==> config.mk <==
export PLATFORM = sky130hd
export DESIGN_NAME = phase_mode_ctrl
export DESIGN_NICKNAME = d
export VERILOG_FILES = /design/src/rtl/pmc_pkg.sv /design/src/rtl/pmc_sync.sv /design/src/rtl/pmc_strap_latch.sv /design/src/rtl/pmc_mode_reg.sv /design/src/rtl/phase_mode_ctrl.sv
export SDC_FILE = /design/constraint.sdc
export NUM_CORES = 1
export LEC_CHECK = 0
export BUFFER_PORTS_ARGS = -buffer_cell sky130_fd_sc_hd__buf_2
export CORE_ASPECT_RATIO = 1.4
export CORE_UTILIZATION = 48
export DETAILED_ROUTE_END_ITERATION = 10
export MAX_ROUTING_LAYER = met4
export PLACE_DENSITY_LB_ADDON = 0.05
export SLEW_MARGIN = 20
export SYNTH_ARGS = -nofsm -noshare
export SYNTH_HDL_FRONTEND = slang
export SYNTH_SLANG_ARGS = --single-unit
==> constraint.sdc <==
create_clock -name clk -period 2.9 [get_ports clk]
set_clock_uncertainty 0.1 [all_clocks]
set_input_delay 0.58 -clock clk [delete_from_list [all_inputs] [get_ports clk]]
set_output_delay 0.58 -clock clk [all_outputs]
set_load 0.01 [all_outputs]
==> src/rtl/pmc_pkg.sv <==
package pmc_pkg;

  localparam int PH_MAX  = 3;
  localparam int ANGLE_W = 8;
  localparam int SCALE_W = 2;

  typedef enum logic [1:0] {
    CFG_3PH = 2'd0,
    CFG_2PH = 2'd1,
    CFG_1PH = 2'd2
  } ph_cfg_e;

  typedef struct packed {
    ph_cfg_e ph;
    logic    cpu;
    logic    ovr;
  } strap_cfg_t;

  typedef struct packed {
    logic [PH_MAX-1:0]  en;
    logic               de;
    logic [ANGLE_W-1:0] angle;
    logic [SCALE_W-1:0] num;
    logic [SCALE_W-1:0] den;
  } mode_t;

  localparam strap_cfg_t CFG_RESET = '{ph: CFG_3PH, cpu: 1'b0, ovr: 1'b0};

  localparam mode_t MODE_IDLE = '{en: '0, de: 1'b0, angle: '0,
                                  num: SCALE_W'(1), den: SCALE_W'(1)};

  // Strap interpretation: the phase-2 strap dominates the phase-3 strap.
  function automatic strap_cfg_t decode_straps(input logic ph3_hi, input logic ph2_hi,
                                               input logic clken_pu, input logic bias_low);
    strap_cfg_t c;
    if (ph2_hi)      c.ph = CFG_1PH;
    else if (ph3_hi) c.ph = CFG_2PH;
    else             c.ph = CFG_3PH;
    c.cpu = (c.ph == CFG_1PH) ? ~bias_low : clken_pu;
    c.ovr = bias_low;
    return c;
  endfunction

  function automatic int cfg_count(input ph_cfg_e p);
    case (p)
      CFG_3PH: return 3;
      CFG_2PH: return 2;
      default: return 1;
    endcase
  endfunction

  // Phases left running for a given power state.
  function automatic int active_count(input ph_cfg_e p, input logic psi_hi, input logic dslp);
    int full;
    full = cfg_count(p);
    if (dslp)     return 1;
    if (psi_hi)   return full;
    if (full > 1) return full - 1;
    return 1;
  endfunction

  function automatic logic [ANGLE_W-1:0] angle_for(input int n);
    case (n)
      3:       return ANGLE_W'(120);
      2:       return ANGLE_W'(180);
      default: return '0;
    endcase
  endfunction

  function automatic mode_t mode_for(input ph_cfg_e p, input logic psi_hi, input logic dslp);
    mode_t m;
    int full;
    int act;
    full = cfg_count(p);
    act  = active_count(p, psi_hi, dslp);
    for (int i = 0; i < PH_MAX; i++) m.en[i] = (i < act);
    m.de    = dslp;
    m.angle = angle_for(act);
    if (dslp && full > 1) begin
      m.num = SCALE_W'(1);
      m.den = SCALE_W'(3);
    end else if (act == full) begin
      m.num = SCALE_W'(1);
      m.den = SCALE_W'(1);
    end else begin
      m.num = SCALE_W'(act);
      m.den = SCALE_W'(full);
    end
    return m;
  endfunction

endpackage

==> src/rtl/pmc_sync.sv <==
module pmc_sync #(
  parameter int STAGES = 2,
  parameter int WIDTH  = 2
) (
  input  logic             clk,
  input  logic             rst_n,
  input  logic [WIDTH-1:0] d,
  output logic [WIDTH-1:0] q
);

  logic [WIDTH-1:0] chain [STAGES];

  for (genvar g = 0; g < STAGES; g++) begin : g_stage
    if (g == 0) begin : g_first
      always_ff @(posedge clk or negedge rst_n) begin
        if (!rst_n) chain[g] <= '0;
        else        chain[g] <= d;
      end
    end else begin : g_next
      always_ff @(posedge clk or negedge rst_n) begin
        if (!rst_n) chain[g] <= '0;
        else        chain[g] <= chain[g-1];
      end
      AST_SYNC_SHIFT: assert property (@(posedge clk) disable iff (!rst_n)
        chain[g] == $past(chain[g-1]));
    end
  end

  assign q = chain[STAGES-1];

endmodule

==> src/rtl/pmc_strap_latch.sv <==
module pmc_strap_latch
  import pmc_pkg::*;
(
  input  logic       clk,
  input  logic       rst_n,
  input  logic       ph3_hi,
  input  logic       ph2_hi,
  input  logic       clken_pu,
  input  logic       bias_low,
  output strap_cfg_t cfg_q,
  output logic       loaded_q
);

  strap_cfg_t cfg_seen;
  logic       capture_evt;

  assign cfg_seen    = decode_straps(ph3_hi, ph2_hi, clken_pu, bias_low);
  assign capture_evt = !loaded_q;

  always_ff @(posedge clk or negedge rst_n) begin
    if (!rst_n) begin
      cfg_q    <= CFG_RESET;
      loaded_q <= 1'b0;
    end else if (capture_evt) begin
      cfg_q    <= cfg_seen;
      loaded_q <= 1'b1;
    end
  end

  AST_CFG_FROZEN: assert property (@(posedge clk) disable iff (!rst_n)
    loaded_q |=> $stable(cfg_q));
  AST_LOAD_ONCE: assert property (@(posedge clk) disable iff (!rst_n)
    loaded_q |=> loaded_q);

endmodule

==> src/rtl/pmc_mode_reg.sv <==
module pmc_mode_reg
  import pmc_pkg::*;
(
  input  logic    clk,
  input  logic    rst_n,
  input  ph_cfg_e ph,
  input  logic    loaded,
  input  logic    psi_s,
  input  logic    dslp_s,
  output mode_t   mode_q
);

  mode_t mode_next;
  logic  mode_change;

  assign mode_next   = mode_for(ph, psi_s, dslp_s);
  assign mode_change = loaded && (mode_next != mode_q);

  always_ff @(posedge clk or negedge rst_n) begin
    if (!rst_n)           mode_q <= MODE_IDLE;
    else if (mode_change) mode_q <= mode_next;
  end

  AST_DE_SINGLE: assert property (@(posedge clk) disable iff (!rst_n)
    mode_q.de |-> (mode_q.en == 3'b001));
  AST_EN_THERMO: assert property (@(posedge clk) disable iff (!rst_n)
    (mode_q.en == 3'b000) || (mode_q.en == 3'b001) ||
    (mode_q.en == 3'b011) || (mode_q.en == 3'b111));
  AST_SCALE_SANE: assert property (@(posedge clk) disable iff (!rst_n)
    (mode_q.den != '0) && (mode_q.num <= mode_q.den));
  AST_ONEPH_FULLSCALE: assert property (@(posedge clk) disable iff (!rst_n)
    (loaded && ph == CFG_1PH) |=> (mode_q.num == mode_q.den));
  AST_ANGLE_COUNT: assert property (@(posedge clk) disable iff (!rst_n)
    ($countones(mode_q.en) == 2) |-> (mode_q.angle == 8'd180));
  AST_STABLE_HOLD: assert property (@(posedge clk) disable iff (!rst_n)
    (loaded && $past(loaded) && $stable({psi_s, dslp_s})) |=> $stable(mode_q));

endmodule

==> src/rtl/phase_mode_ctrl.sv <==
module phase_mode_ctrl
  import pmc_pkg::*;
#(
  parameter int SYNC_STAGES = 2
) (
  input  logic               clk,
  input  logic               rst_n,
  input  logic               strap_ph3_hi,
  input  logic               strap_ph2_hi,
  input  logic               clken_pullup,
  input  logic               bias_low_sel,
  input  logic               pwr_state,
  input  logic               deep_sleep,
  output logic [PH_MAX-1:0]  phase_en,
  output logic               diode_emul,
  output logic [ANGLE_W-1:0] interleave_deg,
  output logic [SCALE_W-1:0] oc_scale_num,
  output logic [SCALE_W-1:0] oc_scale_den,
  output logic               overshoot_red_en,
  output logic               cpu_sel
);

  strap_cfg_t cfg_q;
  logic       cfg_loaded;
  logic [1:0] live_s;
  mode_t      mode_q;

  pmc_strap_latch i_latch (
    .clk      (clk),
    .rst_n    (rst_n),
    .ph3_hi   (strap_ph3_hi),
    .ph2_hi   (strap_ph2_hi),
    .clken_pu (clken_pullup),
    .bias_low (bias_low_sel),
    .cfg_q    (cfg_q),
    .loaded_q (cfg_loaded)
  );

  pmc_sync #(.STAGES(SYNC_STAGES), .WIDTH(2)) i_sync (
    .clk   (clk),
    .rst_n (rst_n),
    .d     ({deep_sleep, pwr_state}),
    .q     (live_s)
  );

  pmc_mode_reg i_mode (
    .clk    (clk),
    .rst_n  (rst_n),
    .ph     (cfg_q.ph),
    .loaded (cfg_loaded),
    .psi_s  (live_s[0]),
    .dslp_s (live_s[1]),
    .mode_q (mode_q)
  );

  assign phase_en         = mode_q.en;
  assign diode_emul       = mode_q.de;
  assign interleave_deg   = mode_q.angle;
  assign oc_scale_num     = mode_q.num;
  assign oc_scale_den     = mode_q.den;
  assign overshoot_red_en = cfg_q.ovr;
  assign cpu_sel          = cfg_q.cpu;

endmodule

# == Yosys cells after proc, flatten, opt, wreduce, memory -nomap -nowiden ==
# Index checks and enable logic that the tools add are counted.
# word_totals
reg_bits,25
input_bits,8
out_inout_bits,18
elab_cells,45
# op_classes
add_sub_neg,1
order_cmp,4
n_eq_ne,6
muxes,19
bitwise,1
n_reduce_logical,3
# ops
cell,count
32-bit 2-to-1 mux,4
"32-bit by 2-bit == test with 1-bit output, second input constant",2
32-bit by 3-bit == test with 1-bit output,1
"1-bit by 32-bit less-than comparator with 1-bit output, first input constant",1
"2-bit by 32-bit less-than comparator with 1-bit output, first input constant",1
"3-bit by 32-bit less-than comparator with 1-bit output, first input constant",1
16-bit inequality test,1
8-bit case mux with 2 select lines,1
1-bit 2-to-1 mux,9
4-bit 2-to-1 mux,2
2-bit 2-to-1 mux,2
2-bit case mux with 2 select lines,1
"2-bit by 1-bit subtractor with 3-bit output, second input constant",1
"2-bit by 1-bit == test with 1-bit output, second input constant",1
"2-bit == test, second input constant",1
"2-bit by 1-bit greater-than comparator with 1-bit output, second input constant",1
1-bit logical AND,2
2-bit logical NOT,1
1-bit NOT,1

# == Longest topological paths before layout ==
# logic_depth
ltp_word,14
ltp_mapped,7
mapped_depth_nobuf,5

# == By module ==
# A second synthesis with hierarchy kept.
# hier_totals
hier_cells,86
hier_area_um2,963.4
# by_module_without_submodules
module,n_inst,cells_each,area_per_inst_um2,seq_area_each_um2
pmc_mode_reg,1,65,651.9,252.7
pmc_strap_latch,1,15,196.4,125.1
pmc_sync,1,6,115.1,100.1

# == Worst setup path after synthesis ==
# No wires, ideal clock.
# synth_path
path_kind,flip-flop to flip-flop
from,"register, netlist name i_mode.mode_q[0]"
to,"register, netlist name i_mode.mode_q[10]"
t_arrival_ns,1.931
t_required_ns,2.675
path_slack_ns,0.744
path_stages_with_launch,7
path_buffers,1
synth_period_minus_slack_ns,2.156
path_cell_list,dfstp_2 -> or3b_1 -> a21oi_1 -> a31oi_1 -> o41a_1 -> buf_6 -> mux2_4
# synth_via
elab_chain_cells,2
# synth_lines
element,line,rtl
16-bit inequality test,pmc_mode_reg.sv:17,assign mode_change = loaded && (mode_next != mode_q);
1-bit logical AND,pmc_mode_reg.sv:17,
# Every way passes these cells.
# A chain may end at the register's enable or synchronous reset.

# == Worst setup path after layout ==
# layout_path
from,register i_sync.chain (netlist bit i_sync.q[1])
to,"register, netlist name i_mode.mode_q[12]"
# layout_via
elab_chain_cells,11
elab_cells_between_ends,19
classes_between,3 x order compare; 4 x eq/ne; 10 x mux; 2 x reduce/logical
# layout_lines
element,line,rtl
"start, declared",pmc_sync.sv:11,logic [WIDTH-1:0] chain [STAGES];
"start signal, assigned by index",pmc_sync.sv:22,else chain[g] <= chain[g-1];
"parallel branches: the longest is 11 deep, another holds 1-bit by 32-bit less-than comparator with 1-bit output",-,
# Parallel ways; which one is timed is not known.

==> metrics.md <==
| Metric | Value |
|---|---|
| Status | `complete, no violations` |
| Worst skew pair latency | `290 ps` |
| Setup violators final | `0` |
| Cell family with most CP delay | `compound AO/OA/AOI/OAI gates` |
| RSZ-0062 raised after global routing | `false` |
| Die width | `39.9 um` |
| Setup TNS | `0 ps` |
| CP Cell Sequence | `or3_4 > a21oi_1 > a31oi_1 > o41a_1 > mux2_4` |
| Part of the power in combinational logic | `0.220` |
| Die Span Y | `55.1 um` |
| Post-synth EDFFs | `0` |
| Part of the power in registers | `0.557` |
| Htree depth | `1` |
| Most frequent cells in the layout | `buf_2, dfrtp_1, nor2_1, mux2_4, nand2_1` |
| Seq/Total Area, Yosys | `0.495` |
| Footprint of the multi-input gates | `397 um2` |
| FILL cells | `163` |
| Internal Power | `411 uW` |
| Post-DR vias/cell | `5.37` |
| Type of the most critical hold path | `input port to asynchronous set/reset pin` |
| CP Capture Point | `i_mode.mode_q[12]` |
| CTS Buffer Depth | `2` |
| Clk sinks | `19` |
| Area of the mapped netlist | `966 um2` |
| Tmin final | `2360 ps` |
| Critical path depth | `5` |
| Initial core utilization | `0.529` |
| Total number of vias | `644` |
| Routability cong. | `0.766` |
| Antenna violations before repair | `0` |
| Row cnt | `18` |
| Largest net degree at the start of global routing | `20` |
| Final Max Slew Viols | `0` |
| Max_cap viols | `0` |
| Ratio of cells with drive above 1 in the final layout | `0.380` |
| FF-to-FF End | `i_mode.mode_q[12]` |
| LEAKAGE | `0.000498 uW` |
| DP HPWL | `1220 um` |
| Post-CTS setup buffer count | `0` |
| Yosys warns | `0` |
| CP peak stage delay | `630 ps` |
| Area grow syn2layout | `8.68%` |
| Worst endpoint data arrival time | `2450 ps` |
| Cells on worst reg2reg path | `5` |
| PortBufs | `23` |
| Critical path origin | `i_sync.q[1]` |
| Worst R2R Setup Slack | `540 ps` |
| Ys async rst share | `1.00` |
| Full die area | `2200 um2` |
| Final Power | `583 uW` |
| Crit path launch type | `flip-flop` |
| Ys flop type | `dfrtp_1` |
| Slowest CP cell | `o41a_1` |
| Sw Ratio | `0.296` |
| GRT Overall Usage | `0.185` |
| Power per Cell Area | `556 nW/um2` |
| DP Cell Count | `116` |
| Cts hold-fix bufs | `0` |
| Commonest non-fill, non-tap cell in the layout | `buf_2` |
| Global-route wire length before repair | `2590 um` |
| CTS Buf Count | `3` |
| WP buf/inv | `0` |
| TritonCTS clock tree | `built` |
| Detailed-route wire length | `1640 um` |
| Diodes inserted | `0` |
| Final Instance Count excl. Fillers | `120` |
| Number of global-route vias before repair | `598` |
| Synth Area per Inst | `11.6 um2` |
| Final Hold Viols | `0` |
| Clock transition at the registers of the reported paths | `100 ps` |
| Critical path class | `flip-flop to flip-flop` |
| Max rail drop VDD | `0.000392 V` |
| Root Buffer | `clkbuf_4` |
| CP Data Required Time | `2990 ps` |
| Total grt overflow | `0` |
| Final nets | `109` |
| Drt wl/cell | `13.6 um` |
| Max_slew headroom | `0.659` |
| Register area | `478 um2` |
| Part of the power in the clock network | `0.223` |
| Crit-path max FO | `9` |
| Crit. End Element | `flip-flop` |
| Switching power | `173 uW` |
| FMAX | `424 MHz` |
| Post-CTS Resized | `0` |
| Worst r2r src | `i_sync.q[1]` |
| Worst-Margin Slew | `511 ps` |
| Synth cell types | `33` |
| Synth Instances | `83` |
| DR DRC count | `0` |
| First-pass DRT Iterations | `2` |
| ANT nets after route | `0` |
| Register bit total from synthesis | `19` |
| First DRT Iteration DRCs | `12` |
| IO Count | `26` |
| CORE AREA | `1820 um2` |
| Fin crit share | `0.814` |
layer usage:
metal | vias to the layer above | track usage | share of wire
met3 | 2 | 0.0360 | 0.038
met4 | 0 | 0.0862 | 0.0079
li1 | 313 | - | -
met1 | 314 | 0.205 | 0.43
met2 | 15 | 0.309 | 0.52
met5 | - | - | 0
area by class of cell:
cell class | count | area share
inverter | 2 | 0.00715
multi-input combinational | 52 | 0.378
sequential | 19 | 0.455
tap | 20 | 0.0238
clock buffer | 3 | 0.0215
clock inverter | 1 | 0.00477
timing repair buffer | 23 | 0.110
cells by family after synthesis:
logic type / after synthesis / synth area share
compound gates: 13 / 0.0933
xor+xnor: 2 / 0.0181
buf+inv: 13 / 0.0984
flops: 19 / 0.495
mux: 9 / 0.126
other cells: 2 / 0.00777
simple gates: 25 / 0.162
Yosys cell counts, types with 2 or more instances:
cell type  instances  area [um2]
nor3_1             2        10.0
buf_4              6        45.0
a21oi_1            2        10.0
mux2_4             6        90.1
inv_1              2        7.51
dfstp_2            2        52.6
xnor2_1            2        17.5
conb_1             2        7.51
nor2b_1            2        12.5
nand2_1            5        18.8
o21ai_0            3        15.0
nor2_1             6        22.5
nor4_1             2        12.5
mux2i_1            2        20.0
nand2b_1           2        12.5
dfrtp_1           17         425
buf_6              3        33.8
a31oi_1            2        12.5
power by group through the flow:
stage | clock network [uW] | registers [uW] | logic, uW
floorplan | 0 | 325 | 106
global placement | 0 | 328 | 128
detailed placement | 0 | 330 | 130
CTS | 137 | 325 | 131
global route | 149 | 331 | 144
finish | 130 | 325 | 128
flip-flops by register name, summed over array words and instances (netlist names):
name	count
i_mode.mode_q	10
i_latch.cfg_q	4
i_latch.loaded_q	1
i_sync.chain	2
i_sync.q	2
per-stage QoR:
stage | area (um2) | util | worst slack, ps | hold slack (ps)
global placement | 1020 | 0.560 | 587 | 233
detailed placement | 1020 | 0.560 | 560 | 243
finish | 1050 | 0.575 | 540 | 96.5
global route | 1050 | 0.575 | 440 | 124
CTS | 1050 | 0.575 | 529 | 103
floorplan | 970 | - | 744 | 184
worst min-delay path by stage:
| stage | startpoint | end | slack (ps) |
|---|---|---|---|
| after floorplan | rst_n | i_latch.cfg_q[0] | 180 |
| after global placement | i_sync.chain[2] | i_sync.q[0] | 230 |
| after detailed placement | i_sync.chain[2] | i_sync.q[0] | 240 |
| after CTS | rst_n | i_mode.mode_q[10] | 100 |
| after global routing | rst_n | i_mode.mode_q[10] | 120 |
| final | rst_n | i_mode.mode_q[10] | 100 |
No activity file was read; power rests on OpenSTA's default activity.
